==> src/rtl/icu_pkg.sv <==
package icu_pkg;
  localparam int BAT_IDX  = 0;
  localparam int T1_IDX   = 1;
  localparam int T2_IDX   = 2;
  localparam int DIR_N    = 3;
  localparam int ADDR_L1P   = 0;
  localparam int ADDR_L1M   = 1;
  localparam int ADDR_ROUTE = 2;
  localparam int ADDR_GRP_BASE = 4;
  localparam int CPU_LINES = 5;

  typedef enum logic {
    ROUTE_LINE0 = 1'b0,
    ROUTE_NMI   = 1'b1
  } bat_route_e;

  function automatic int grp_pend_addr(input int g);
    return ADDR_GRP_BASE + 2 * g;
  endfunction

  function automatic int grp_mask_addr(input int g);
    return ADDR_GRP_BASE + 2 * g + 1;
  endfunction
endpackage

==> src/rtl/icu_rst_sync.sv <==
module icu_rst_sync (
  input  logic clk,
  input  logic rst_n,
  output logic rst_sync_n
);
  logic [1:0] sync_q;
  logic [1:0] sync_d;

  always_comb sync_d = {sync_q[0], 1'b1};

  always_ff @(posedge clk or negedge rst_n) begin
    if (!rst_n) sync_q <= 2'b00;
    else        sync_q <= sync_d;
  end

  assign rst_sync_n = sync_q[1];
endmodule

==> src/rtl/icu_group_reg.sv <==
module icu_group_reg #(
  parameter int GRP_W     = 4,
  parameter int AW        = 4,
  parameter bit LEVEL     = 1'b0,
  parameter int PEND_ADDR = 4,
  parameter int MASK_ADDR = 5
) (
  input  logic             clk,
  input  logic             rst_n,
  input  logic [GRP_W-1:0] src,
  input  logic             we,
  input  logic [AW-1:0]    addr,
  input  logic [GRP_W-1:0] wdata,
  output logic [GRP_W-1:0] pend,
  output logic [GRP_W-1:0] mask,
  output logic             req
);
  logic [GRP_W-1:0] pend_q, pend_d;
  logic [GRP_W-1:0] mask_q, mask_d;
  logic             mask_en;

  always_comb begin
    mask_en = we && (addr == AW'(MASK_ADDR));
    mask_d  = wdata;
  end

  generate
    if (LEVEL) begin : g_level
      // level-type: pending mirrors the source, software writes ignored
      always_comb pend_d = src;
    end else begin : g_latch
      logic             clr_hit;
      logic [GRP_W-1:0] clr_bits;
      always_comb begin
        clr_hit  = we && (addr == AW'(PEND_ADDR));
        clr_bits = clr_hit ? wdata : '0;
        // a new request beats a simultaneous clear
        pend_d   = (pend_q & ~clr_bits) | src;
      end
    end
  endgenerate

  always_ff @(posedge clk or negedge rst_n) begin
    if (!rst_n) begin
      pend_q <= '0;
      mask_q <= '0;
    end else begin
      pend_q <= pend_d;
      if (mask_en) mask_q <= mask_d;
    end
  end

  assign pend = pend_q;
  assign mask = mask_q;
  assign req  = |(pend_q & mask_q);
endmodule

==> src/rtl/icu_l1_reg.sv <==
module icu_l1_reg
  import icu_pkg::*;
#(
  parameter int AW      = 4,
  parameter int NUM_GRP = 3,
  localparam int L1W    = DIR_N + NUM_GRP
) (
  input  logic               clk,
  input  logic               rst_n,
  input  logic [DIR_N-1:0]   dir_src,
  input  logic [NUM_GRP-1:0] grp_req,
  input  logic               we,
  input  logic [AW-1:0]      addr,
  input  logic [L1W-1:0]     wdata,
  output logic [L1W-1:0]     l1_pend,
  output logic [L1W-1:0]     l1_mask,
  output bat_route_e         route
);
  logic [DIR_N-1:0] dir_q, dir_d, clr_bits;
  logic [L1W-1:0]   mask_q, mask_d;
  bat_route_e       route_q, route_d;
  logic             mask_en, route_en;

  always_comb begin
    clr_bits = (we && (addr == AW'(ADDR_L1P))) ? wdata[DIR_N-1:0] : '0;
    dir_d    = (dir_q & ~clr_bits) | dir_src;
    mask_en  = we && (addr == AW'(ADDR_L1M));
    mask_d   = wdata;
    route_en = we && (addr == AW'(ADDR_ROUTE));
    route_d  = bat_route_e'(wdata[0]);
  end

  always_ff @(posedge clk or negedge rst_n) begin
    if (!rst_n) begin
      dir_q   <= '0;
      mask_q  <= '0;
      route_q <= ROUTE_LINE0;
    end else begin
      dir_q <= dir_d;
      if (mask_en)  mask_q  <= mask_d;
      if (route_en) route_q <= route_d;
    end
  end

  assign l1_pend = {grp_req, dir_q};
  assign l1_mask = mask_q;
  assign route   = route_q;
endmodule

==> src/rtl/icu_line_router.sv <==
module icu_line_router
  import icu_pkg::*;
#(
  parameter int L1W = 6
) (
  input  logic                 clk,
  input  logic                 rst_n,
  input  logic [L1W-1:0]       l1_pend,
  input  logic [L1W-1:0]       l1_mask,
  input  bat_route_e           route,
  output logic                 nmi_n,
  output logic [CPU_LINES-1:0] irq_n
);
  logic [L1W-1:0]       enabled;
  logic                 line0_req;
  logic                 nmi_d;
  logic [CPU_LINES-1:0] irq_d;

  always_comb begin
    enabled   = l1_pend & l1_mask;
    line0_req = ((route == ROUTE_LINE0) && enabled[BAT_IDX])
              || (|enabled[L1W-1:DIR_N]);
    nmi_d     = !((route == ROUTE_NMI) && l1_pend[BAT_IDX]);
    irq_d     = {2'b11, !enabled[T2_IDX], !enabled[T1_IDX], !line0_req};
  end

  always_ff @(posedge clk or negedge rst_n) begin
    if (!rst_n) begin
      nmi_n <= 1'b1;
      irq_n <= '1;
    end else begin
      nmi_n <= nmi_d;
      irq_n <= irq_d;
    end
  end
endmodule

==> src/rtl/irq_hier_ctrl.sv <==
module irq_hier_ctrl
  import icu_pkg::*;
#(
  parameter int NUM_GRP       = 3,
  parameter int GRP_W         = 4,
  parameter int DW            = 16,
  parameter int AW            = 4,
  parameter bit [NUM_GRP-1:0] GRP_LEVEL = 3'b010,
  localparam int L1W          = DIR_N + NUM_GRP
) (
  input  logic                     clk,
  input  logic                     rst_n,
  input  logic [NUM_GRP*GRP_W-1:0] grp_src,
  input  logic                     bat_src,
  input  logic                     tmr1_src,
  input  logic                     tmr2_src,
  input  logic                     reg_we,
  input  logic [AW-1:0]            reg_addr,
  input  logic [DW-1:0]            reg_wdata,
  output logic [DW-1:0]            reg_rdata,
  output logic                     nmi_n,
  output logic [4:0]               irq_n
);
  logic                 rst_sync_n;
  logic [GRP_W-1:0]     grp_pend [NUM_GRP];
  logic [GRP_W-1:0]     grp_mask [NUM_GRP];
  logic [NUM_GRP-1:0]   grp_req;
  logic [L1W-1:0]       l1_pend;
  logic [L1W-1:0]       l1_mask;
  bat_route_e           route_sel;
  logic                 route_nmi;
  logic                 wdata_unused;

  assign wdata_unused = ^reg_wdata;
  assign route_nmi    = (route_sel == ROUTE_NMI);

  icu_rst_sync u_rst (
    .clk        (clk),
    .rst_n      (rst_n),
    .rst_sync_n (rst_sync_n)
  );

  generate
    for (genvar g = 0; g < NUM_GRP; g++) begin : g_grp
      icu_group_reg #(
        .GRP_W     (GRP_W),
        .AW        (AW),
        .LEVEL     (GRP_LEVEL[g]),
        .PEND_ADDR (grp_pend_addr(g)),
        .MASK_ADDR (grp_mask_addr(g))
      ) u_grp (
        .clk   (clk),
        .rst_n (rst_sync_n),
        .src   (grp_src[g*GRP_W +: GRP_W]),
        .we    (reg_we),
        .addr  (reg_addr),
        .wdata (reg_wdata[GRP_W-1:0]),
        .pend  (grp_pend[g]),
        .mask  (grp_mask[g]),
        .req   (grp_req[g])
      );
    end
  endgenerate

  icu_l1_reg #(
    .AW      (AW),
    .NUM_GRP (NUM_GRP)
  ) u_l1 (
    .clk     (clk),
    .rst_n   (rst_sync_n),
    .dir_src ({tmr2_src, tmr1_src, bat_src}),
    .grp_req (grp_req),
    .we      (reg_we),
    .addr    (reg_addr),
    .wdata   (reg_wdata[L1W-1:0]),
    .l1_pend (l1_pend),
    .l1_mask (l1_mask),
    .route   (route_sel)
  );

  icu_line_router #(
    .L1W (L1W)
  ) u_route (
    .clk     (clk),
    .rst_n   (rst_sync_n),
    .l1_pend (l1_pend),
    .l1_mask (l1_mask),
    .route   (route_sel),
    .nmi_n   (nmi_n),
    .irq_n   (irq_n)
  );

  // read mux: unmapped addresses return zero
  always_comb begin
    reg_rdata = '0;
    if (reg_addr == AW'(ADDR_L1P))   reg_rdata = DW'(l1_pend);
    if (reg_addr == AW'(ADDR_L1M))   reg_rdata = DW'(l1_mask);
    if (reg_addr == AW'(ADDR_ROUTE)) reg_rdata = DW'(route_nmi);
    for (int g = 0; g < NUM_GRP; g++) begin
      if (reg_addr == AW'(grp_pend_addr(g))) reg_rdata = DW'(grp_pend[g]);
      if (reg_addr == AW'(grp_mask_addr(g))) reg_rdata = DW'(grp_mask[g]);
    end
  end
endmodule

==> config.mk <==
export PLATFORM = sky130hd
export DESIGN_NAME = irq_hier_ctrl
export DESIGN_NICKNAME = d
export VERILOG_FILES = /design/src/rtl/icu_pkg.sv /design/src/rtl/icu_rst_sync.sv /design/src/rtl/icu_group_reg.sv /design/src/rtl/icu_l1_reg.sv /design/src/rtl/icu_line_router.sv /design/src/rtl/irq_hier_ctrl.sv
export SDC_FILE = /design/constraint.sdc
export NUM_CORES = 1
export LEC_CHECK = 0
export BUFFER_PORTS_ARGS = -buffer_cell sky130_fd_sc_hd__buf_2
export CAP_MARGIN = 20
export CORE_AREA = 2 2 70 72
export CTS_BUF_LIST = sky130_fd_sc_hd__clkbuf_4 sky130_fd_sc_hd__clkbuf_8 sky130_fd_sc_hd__clkbuf_16
export CTS_CLUSTER_DIAMETER = 40
export CTS_CLUSTER_SIZE = 30
export DETAILED_ROUTE_END_ITERATION = 16
export DIE_AREA = 0 0 72 74
export PLACE_DENSITY = 0.74
export SYNTH_ARGS = -nofsm -noshare
export SYNTH_HDL_FRONTEND = slang
export SYNTH_SLANG_ARGS = --single-unit
==> constraint.sdc <==
create_clock -name clk -period 1.2 [get_ports clk]
set_clock_uncertainty 0.1 [all_clocks]
set_input_delay 0.12 -clock clk [delete_from_list [all_inputs] [get_ports clk]]
set_output_delay 0.12 -clock clk [all_outputs]
set_load 0.05 [all_outputs]
-- Yosys cells after proc, flatten, opt, wreduce, memory -nomap -nowiden
Cells that the tools add are included.
- flip-flop bits (word level): 40
- latch bits: 0
- memory bits (writable): 0
- bits in read-only memories: 0
- input bits: 38
- output and inout bits: 22
- word-level logic and storage cells: 66
- memories kept: 0
- add/sub/neg operators: 0
- multipliers: 0
- div/mod/pow operators: 0
- order comparisons: 0
- equal/unequal tests: 8
- shift-type cells: 0
- multiplexer cells: 12
- bitwise logic cells: 14
- reductions and logical operators: 20
- operators by type and width (kind ; number):
    2-to-1 mux 16 bit ; 7
    AND 4 bit ; 5
    equality test 4 x 3 -> 1 bit (second input constant) ; 4
    2-to-1 mux 6 bit ; 2
    OR reduction 4 bit ; 3
    logical AND 1 bit ; 10
    equality test 4 bit (second input constant) ; 2
    2-to-1 mux 4 bit ; 2
    NOT 4 bit ; 2
    bitwise OR 4 bit ; 2
    AND 6 bit ; 1
    equality test 4 x 1 -> 1 bit (second input constant) ; 1
    equality test 4 x 2 -> 1 bit (second input constant) ; 1
    zero test 1 bit ; 4
    zero test 4 bit ; 1
    AND 3 bit ; 1
    2-to-1 mux 3 bit ; 1
    NOT 3 bit ; 1
    bitwise OR 3 bit ; 1
    OR reduction 3 bit ; 1
    logical OR 1 bit ; 1
    NOT 1 bit ; 1

-- Longest topological paths before layout
Gate-level depths: netlist of the first run.
- depth after elaboration: 11
- mapped depth: 6
- mapped depth without buffers: 4

-- Cells and area by module
From an unflattened synthesis of the first run, not the netlist that was laid out.
- cells, all modules: 192
- area total of the unflattened synthesis: 2278.4 um^2
- by module, submodules not included (module ; times used ; cells each ; area each (um^2) ; sequential area each (um^2)):
    icu_group_reg (g_grp[0].u_grp ...) ; 2 ; 25 ; 366.6 ; 200.2
    irq_hier_ctrl ; 1 ; 79 ; 554.3 ; 0.0
    icu_l1_reg ; 1 ; 30 ; 466.7 ; 250.2
    icu_group_reg (g_grp[1].u_grp) ; 1 ; 17 ; 314.1 ; 200.2
    icu_line_router ; 1 ; 13 ; 156.4 ; 105.1
    icu_rst_sync ; 1 ; 3 ; 53.8 ; 50.0

-- Least setup slack after synthesis of the first run
Ideal clock, no wire load.
- path kind: input to output
- start point: in reg_addr[2]
- end point: out reg_rdata[3]
- arrival: 1.992 ns
- required time: 0.980 ns
- slack: -1.012 ns
- stages: 5
- path buffers: 2
- cells stage by stage: buf_6 or3b_1 buf_6 o22a_1 o21ai_0
- cells in the longest elaborated chain, start to end: 10
- elaborated cells between the ends (all ways): 18
- those cells by class: eq/ne: 8; mux: 9; reduce/logical: 1
- ends and longest elaborated chain (item ; line ; RTL):
    start, declared ; irq_hier_ctrl.sv:18 ; input logic [AW-1:0] reg_addr,
    zero test 4 bit ; irq_hier_ctrl.sv:96 ; if (reg_addr == AW'(ADDR_L1P)) reg_rdata = DW'(l1_pend);
    2-to-1 mux 6 bit ; irq_hier_ctrl.sv:96 ;
    2-to-1 mux 6 bit ; irq_hier_ctrl.sv:97 ; if (reg_addr == AW'(ADDR_L1M)) reg_rdata = DW'(l1_mask);
    2-to-1 mux 16 bit ; irq_hier_ctrl.sv:98 ; if (reg_addr == AW'(ADDR_ROUTE)) reg_rdata = DW'(route_nmi);
    2-to-1 mux 16 bit ; irq_hier_ctrl.sv:100 ; if (reg_addr == AW'(grp_pend_addr(g))) reg_rdata = DW'(grp_pend[g]);
    2-to-1 mux 16 bit ; irq_hier_ctrl.sv:101 ; if (reg_addr == AW'(grp_mask_addr(g))) reg_rdata = DW'(grp_mask[g]);
    2-to-1 mux 16 bit ; irq_hier_ctrl.sv:100 ;
    2-to-1 mux 16 bit ; irq_hier_ctrl.sv:101 ;
    2-to-1 mux 16 bit ; irq_hier_ctrl.sv:100 ;
    2-to-1 mux 16 bit * ; irq_hier_ctrl.sv:101 ;
    end, declared ; irq_hier_ctrl.sv:20 ; output logic [DW-1:0] reg_rdata,
Every way passes the cells marked *; elsewhere a longest branch is shown, timed or not.

-- Worst setup path after layout of the first run
- start point: reg u_l1.mask_q[0], in the netlist u_l1.l1_mask[0]
- end point: out reg_rdata[0]
- cells in the longest elaborated chain, start to end: 8
- ends and longest elaborated chain (item ; line ; RTL):
    start, declared ; icu_l1_reg.sv:20 ; logic [L1W-1:0] mask_q, mask_d;
    start signal, assigned ; icu_l1_reg.sv:40 ; if (mask_en) mask_q <= mask_d;
    2-to-1 mux 6 bit ; irq_hier_ctrl.sv:97 ;
    2-to-1 mux 16 bit ; irq_hier_ctrl.sv:98 ;
    2-to-1 mux 16 bit ; irq_hier_ctrl.sv:100 ;
    2-to-1 mux 16 bit ; irq_hier_ctrl.sv:101 ;
    2-to-1 mux 16 bit ; irq_hier_ctrl.sv:100 ;
    2-to-1 mux 16 bit ; irq_hier_ctrl.sv:101 ;
    2-to-1 mux 16 bit ; irq_hier_ctrl.sv:100 ;
    2-to-1 mux 16 bit ; irq_hier_ctrl.sv:101 ;
No other way between the ends.

==> flow_summary.json, run 1 <==
{
  "placed_cell_area_sq_mm": 0.002734,
  "synth_async_sr_flop_share": 1.000,
  "worstSetupStartpointType": "flip-flop",
  "violations": "negative setup slack",
  "dieArea_sq_mm": 0.005328,
  "drt_iter0_markers": 79,
  "synth.distinct_cells": 36,
  "numPortBuffers": 37,
  "antennaDiodeCount": 0,
  "wl_per_cell_microns": 16.17,
  "fin_tns_setup_ps": -4107,
  "seq_power_share": 0.408,
  "clock_latency_ps": 290,
  "cts_tree": "done",
  "clockRootBuffer": "clkbuf_8",
  "clock-sinks": 40,
  "irDropWorstVdd_v": 0.0008092,
  "first_global_vias": 1935,
  "final_cell_mix": "50 x buf_4, 34 x dfrtp_1, 24 x buf_2, 18 x dlygate4sd3_1, 17 x nand2_1",
  "crit_type": "reg -> out",
  "hold_viol": 0,
  "drc": 0,
  "dr.pass1.iters": 4,
  "max-cap-violations": 0,
  "grt_pass1_wl_microns": 9321,
  "yosys_warnings": 0,
  "min_period_ps": 1844,
  "numCtsBuffers": 5,
  "chipWidth_microns": 72,
  "final_max_slew_viol_count": 0,
  "final_util": 0.7309,
  "fp.coreArea_sq_mm": 0.004598,
  "cp_cell_sequence": "mux2i_1 > o21ai_1 > a2111oi_2 > buf_4 > nor2_4 > buf_6",
  "seq_area_frac_synth": 0.4882,
  "swShare": 0.3352,
  "arrival_ps": 1620,
  "status": "complete, but fails checks",
  "synth_edf_count": 0,
  "die_h_microns": 74,
  "syn_area_per_cell_sq_um": 11.02,
  "holdWs_ps": 32.20,
  "start_util": 0.4482,
  "antenna_found_initial": 0,
  "gp_congestion": 0.8962,
  "p_sw_mw": 1.433,
  "power_leakage_nw": 1.477,
  "critPathMaxStageDelay_ps": 380,
  "setup_viol": 15,
  "layout_commonest_cell": "buf_4",
  "grt_usage": 0.2330,
  "worstPathMaxFanout": 2,
  "cts.clk_slew.worst_paths_ps": 70,
  "ant_nets": 0,
  "h-tree-depth": 2,
  "clockPowerShare": 0.218,
  "drive_gt1_frac": 0.5714,
  "grt_max_degree": 16,
  "syn_to_final_growth_pct": 63.08,
  "power_density_mw_per_mm2": 1272,
  "grt-ovfl-total": 0,
  "synthFlopType": "dfrtp_1",
  "cp.required_ps": 980,
  "drt-vias-per-instance": 5.180,
  "fin_crit_sh": 1.537,
  "num_vias": 1839,
  "rsz0062_at_grt": "true",
  "cts-root-to-sink-buffers": 2,
  "syn_inst": 187,
  "reg2reg_depth": 4,
  "rrSetupSlack_ps": -120,
  "fin_nets": 338,
  "rows": 25,
  "hpwlAfterDp_microns": 4065,
  "p_int_mw": 2.842,
  "p_comb_frac": 0.374,
  "fin_area_sq_mm": 0.003361,
  "slowest_stage": "dfrtp_1",
  "min_path_type": "in -> async",
  "setup_ws_ps": -644.3,
  "cp-end-kind": "output pin",
  "synth_area_sq_mm": 0.002061,
  "io_pins": 60,
  "wirelength_microns": 5740,
  "power_mw": 4.275,
  "synth_seq_cells": 40,
  "fmax_ghz": 0.5422
}
## worst paths after layout
kind,from,end
worst max-delay path,u_l1.l1_mask[0],reg_rdata[0]
worst min-delay path,rst_n,u_rst.sync_q[1]
worst max register to register,g_grp[2].u_grp.mask[3],u_route.irq_n[0]
worst min register to register,u_rst.sync_q[1],g_grp[1].u_grp.pend[3]
max in group asynchronous,u_rst.sync_q[1],g_grp[2].u_grp.pend[3]
min in group clk,reg_wdata[0],u_l1.dir_q[0]
## cell families after synthesis
| logic type | Yosys count | synth area share |
|---|---|---|
| multiplexers | 29 | 0.1603 |
| other | 2 | 0.003644 |
| AO/OA/AOI/OAI | 43 | 0.1421 |
| AND/OR/NAND/NOR | 48 | 0.1251 |
| buffers and inverters | 25 | 0.08075 |
| flip-flops | 40 | 0.4882 |
## power by group through the flow
stage	Combinational, mW	Clock, mW	Sequential (mW)
floorplan	0.660	0	1.87
global placement	1.25	0	1.72
detailed placement	1.28	0	1.73
CTS	1.52	0.948	1.74
global route	1.70	0.998	1.77
finish	1.60	0.930	1.74
## what timing repair did
action / CTS / global route
setup buffers: 8 / 6
resized for setup: 56 / 22
setup endpoints to repair: 16 / 33
hold buffers: 18 / 0
pin swaps: 14 / 10
endpoints found under the hold margin: 19 / 0
## final cells by class
class	instances	area [sq um]
clock inverter	2	10.01
clock buffer	6	82.58
tap	54	67.56
sequential	40	1008
multi-input combinational	133	1161
fill	317	1237
inverter	4	27.53
timing repair buffer	116	1003
## registers in the layout, indices dropped and copies added, names as in the netlist
register and cells:
u_route.nmi_n 1, u_l1.l1_mask 6, u_route.irq_n 3, g_grp.u_grp.mask 12
u_l1.route 1, g_grp.u_grp.pend 12, u_rst.sync_q 2, u_l1.dir_q 3
## metal layers
layer,vias to the layer above,wire [microns],GRT usage
met5,-,0,0
met4,0,124,0.07966
met3,10,246,0.04743
met2,58,3050,0.4218
met1,906,2319,0.2782
li1,865,-,-
## through the flow
| stage | setup WS, ps | instances |
|---|---|---|
| 6_report | -644.3 | 355 |
| 5_1_grt | -725.1 | 355 |
| 4_1_cts | -670.8 | 354 |
| 3_5_place_dp | -541.4 | 321 |
| 3_3_place_gp | -586.8 | 321 |
| 2_1_floorplan | -271.5 | 198 |
## cell usage after synthesis (all sizes together) (4+ instances only)
cell	count	area share
a22oi	6	0.022
buf	18	0.066
mux2	20	0.12
a21oi	9	0.022
a21o	11	0.040
inv	4	0.0097
mux2i	9	0.044
nor2	10	0.018
nand2	22	0.040
dfstp	4	0.051
o21ai	5	0.012
dfrtp	36	0.44
nor3b	4	0.020
## worst max-delay path, delay by kind of cell, from the launching register on
| family | cells | cell delay (ps) |
|---|---|---|
| and+or+nand+nor | 1 | 30 |
| AOI/OAI and AO/OA | 2 | 440 |
| DFF | 1 | 380 |
| muxes | 1 | 140 |
| buffers and inverters | 2 | 330 |
(Power assumes the default switching activity.)
==> run 2, diff against run 1 <==
- BUFFER_PORTS_ARGS: -buffer_cell sky130_fd_sc_hd__buf_2 -> not set
- CORE_AREA: 2 2 70 72 -> 2 2 64 66
- DIE_AREA: 0 0 72 74 -> 0 0 66 68
- DONT_BUFFER_PORTS: not set -> 1
- PLACE_DENSITY: 0.74 -> 0.73
==> flow_summary.json, run 2 (synthesized netlist as in run 1, its figures left out) <==
{
  "status": "complete, but fails checks",
  "violations": "negative hold slack, negative setup slack",
  "max-cap-violations": 0,
  "min_path_type": "in -> reg",
  "final_max_slew_viol_count": 0,
  "num_vias": 1712,
  "fill_cells": 251,
  "fp.coreArea_sq_mm": 0.003856,
  "wirelength_microns": 5633,
  "setup_viol": 8,
  "final_cell_mix": "37 x buf_4, 35 x dfrtp_1, 23 x dlygate4sd3_1, 21 x nand2_1, 16 x mux2_2",
  "cts-root-to-sink-buffers": 2,
  "clockRootBuffer": "clkbuf_8",
  "rows": 23,
  "swShare": 0.3245,
  "clock-sinks": 40,
  "die_h_microns": 68,
  "hold_viol": 5,
  "drt-vias-per-instance": 5.650,
  "dieArea_sq_mm": 0.004488,
  "power_leakage_nw": 1.236,
  "clockPowerShare": 0.260,
  "drc": 0,
  "grt-busiest-layer": "met2",
  "fmax_ghz": 0.5568,
  "wl_per_cell_microns": 18.59,
  "antenna_found_initial": 0,
  "ant_nets": 0,
  "hold_buffers": 23,
  "hpwlAfterDp_microns": 3844,
  "grt_max_degree": 35,
  "p_comb_frac": 0.287,
  "fin_area_sq_mm": 0.003009,
  "antennaDiodeCount": 0,
  "crit_type": "reg -> out",
  "grt_pass1_wl_microns": 9190,
  "h-tree-depth": 2,
  "p_int_mw": 2.819,
  "cts.clk_slew.worst_paths_ps": 80,
  "syn_to_final_growth_pct": 46.02,
  "numPortBuffers": 0,
  "start_util": 0.5344,
  "layout_commonest_cell": "buf_4",
  "drt_iter0_markers": 98,
  "fin_crit_sh": 1.497,
  "cp.required_ps": 980,
  "dr.pass1.iters": 6,
  "min_period_ps": 1796,
  "setup_ws_ps": -595.8,
  "cts_tree": "done",
  "placed_cell_area_sq_mm": 0.002429,
  "fin_tns_setup_ps": -3197,
  "clock_latency_ps": 290,
  "p_sw_mw": 1.354,
  "holdWs_ps": -54.92,
  "seq_power_share": 0.452,
  "fin_nets": 290,
  "grt_usage": 0.2796,
  "chipWidth_microns": 66,
  "io_pins": 60,
  "use_met3": 0.06250,
  "cp-end-kind": "output pin",
  "first_global_vias": 1871,
  "met2_usage": 0.5240,
  "met1_usage": 0.2971,
  "grt-ovfl-total": 0,
  "gp_congestion": 0.8363,
  "power_density_mw_per_mm2": 1387,
  "worstSetupStartpointType": "flip-flop",
  "irDropWorstVdd_v": 0.0009040,
  "drive_gt1_frac": 0.4743,
  "rsz0062_at_grt": "true",
  "numCtsBuffers": 5,
  "worstPathMaxFanout": 2,
  "arrival_ps": 1580
}
==> run 2: cell types whose count changed in the layout (fill, tap and decap cells not counted), moves of 3 or more <==
cell           before  now
nand2_1            17   21
buf_8               6    0
dlygate4sd3_1      18   23
nand2_2             5    0
nor2_2              1    4
buf_2              24    0
buf_6              14    4
buf_4              50   37
==> run 2: power groups by stage <==
stage / Clock (mW) / Sequential (mW) / Combinational, mW
2_1_floorplan: 0 / 1.87 / 0.660
3_3_place_gp: 0 / 1.86 / 0.876
3_5_place_dp: 0 / 1.89 / 0.902
4_1_cts: 1.09 / 1.88 / 1.11
5_1_grt: 1.15 / 1.92 / 1.29
6_report: 1.09 / 1.89 / 1.20
==> run 2: stage by stage <==
step                      std cells  setup WS [ps]  hold slack, ps    util  power [mW]
after floorplan                 198         -271.5          -275.6       -       2.525
after global placement          263         -392.1          -275.5  0.6298       2.741
after detailed placement        263         -419.5          -275.5  0.6298       2.787
after CTS                       299         -562.6          -54.98  0.7605       4.083
after global routing            303         -660.1          -25.13  0.7803       4.350
final                           303         -595.8          -54.92  0.7803       4.173
==> run 2: critical path, stage by stage, from the launching register on <==
cell       delay (ps)
dfrtp_1           420
a22oi_2           290
a2111oi_4         120
o221ai_2          260
o21ai_4           190
==> run 2: worst paths after layout <==
check / from / end / slack, ps / cells after the start
worst min-delay path: reg_addr[0] / g_grp[2].u_grp.pend[3] / -50 / 3
worst max register to register: g_grp[0].u_grp.pend[2] / u_route.irq_n[0] / -190 / 5
worst min register to register: u_rst.sync_q[1] / g_grp[1].u_grp.mask[0] / 60 / 0
max in group asynchronous: rst_n / u_rst.sync_q[1] / 380 / 2
min in group asynchronous: u_rst.sync_q[1] / g_grp[1].u_grp.mask[0] / 60 / 0
worst max-delay path: g_grp[0].u_grp.pend[2] / reg_rdata[3] / -600 / 4
==> run 2: layout make-up <==
| class | instances | area (sq um) | area share |
|---|---|---|---|
| inverters | 4 | 20.02 | 0.006653 |
| flip-flops and latches | 40 | 1007 | 0.3347 |
| clock buffers | 5 | 68.82 | 0.02287 |
| multi-input cells | 133 | 1175 | 0.3904 |
| clock inverters | 3 | 42.54 | 0.01414 |
| well taps | 50 | 62.56 | 0.02079 |
| repair buffers | 68 | 633.1 | 0.2104 |
==> run 2: layer usage <==
| metal | share of wire | vias up |
|---|---|---|
| met1 | 0.37 | 872 |
| met5 | 0 | - |
| met2 | 0.55 | 53 |
| met4 | 0.028 | 0 |
| met3 | 0.050 | 14 |
| li1 | - | 773 |
==> run 2: repair_timing <==
action / CTS / global route
pin swaps: 12 / 8
gates resized for setup: 30 / 8
buffers inserted: 5 / 4
setup endpoints to repair: 11 / 13
cloned: 0 / 0
endpoints found under the hold margin: 36 / 5
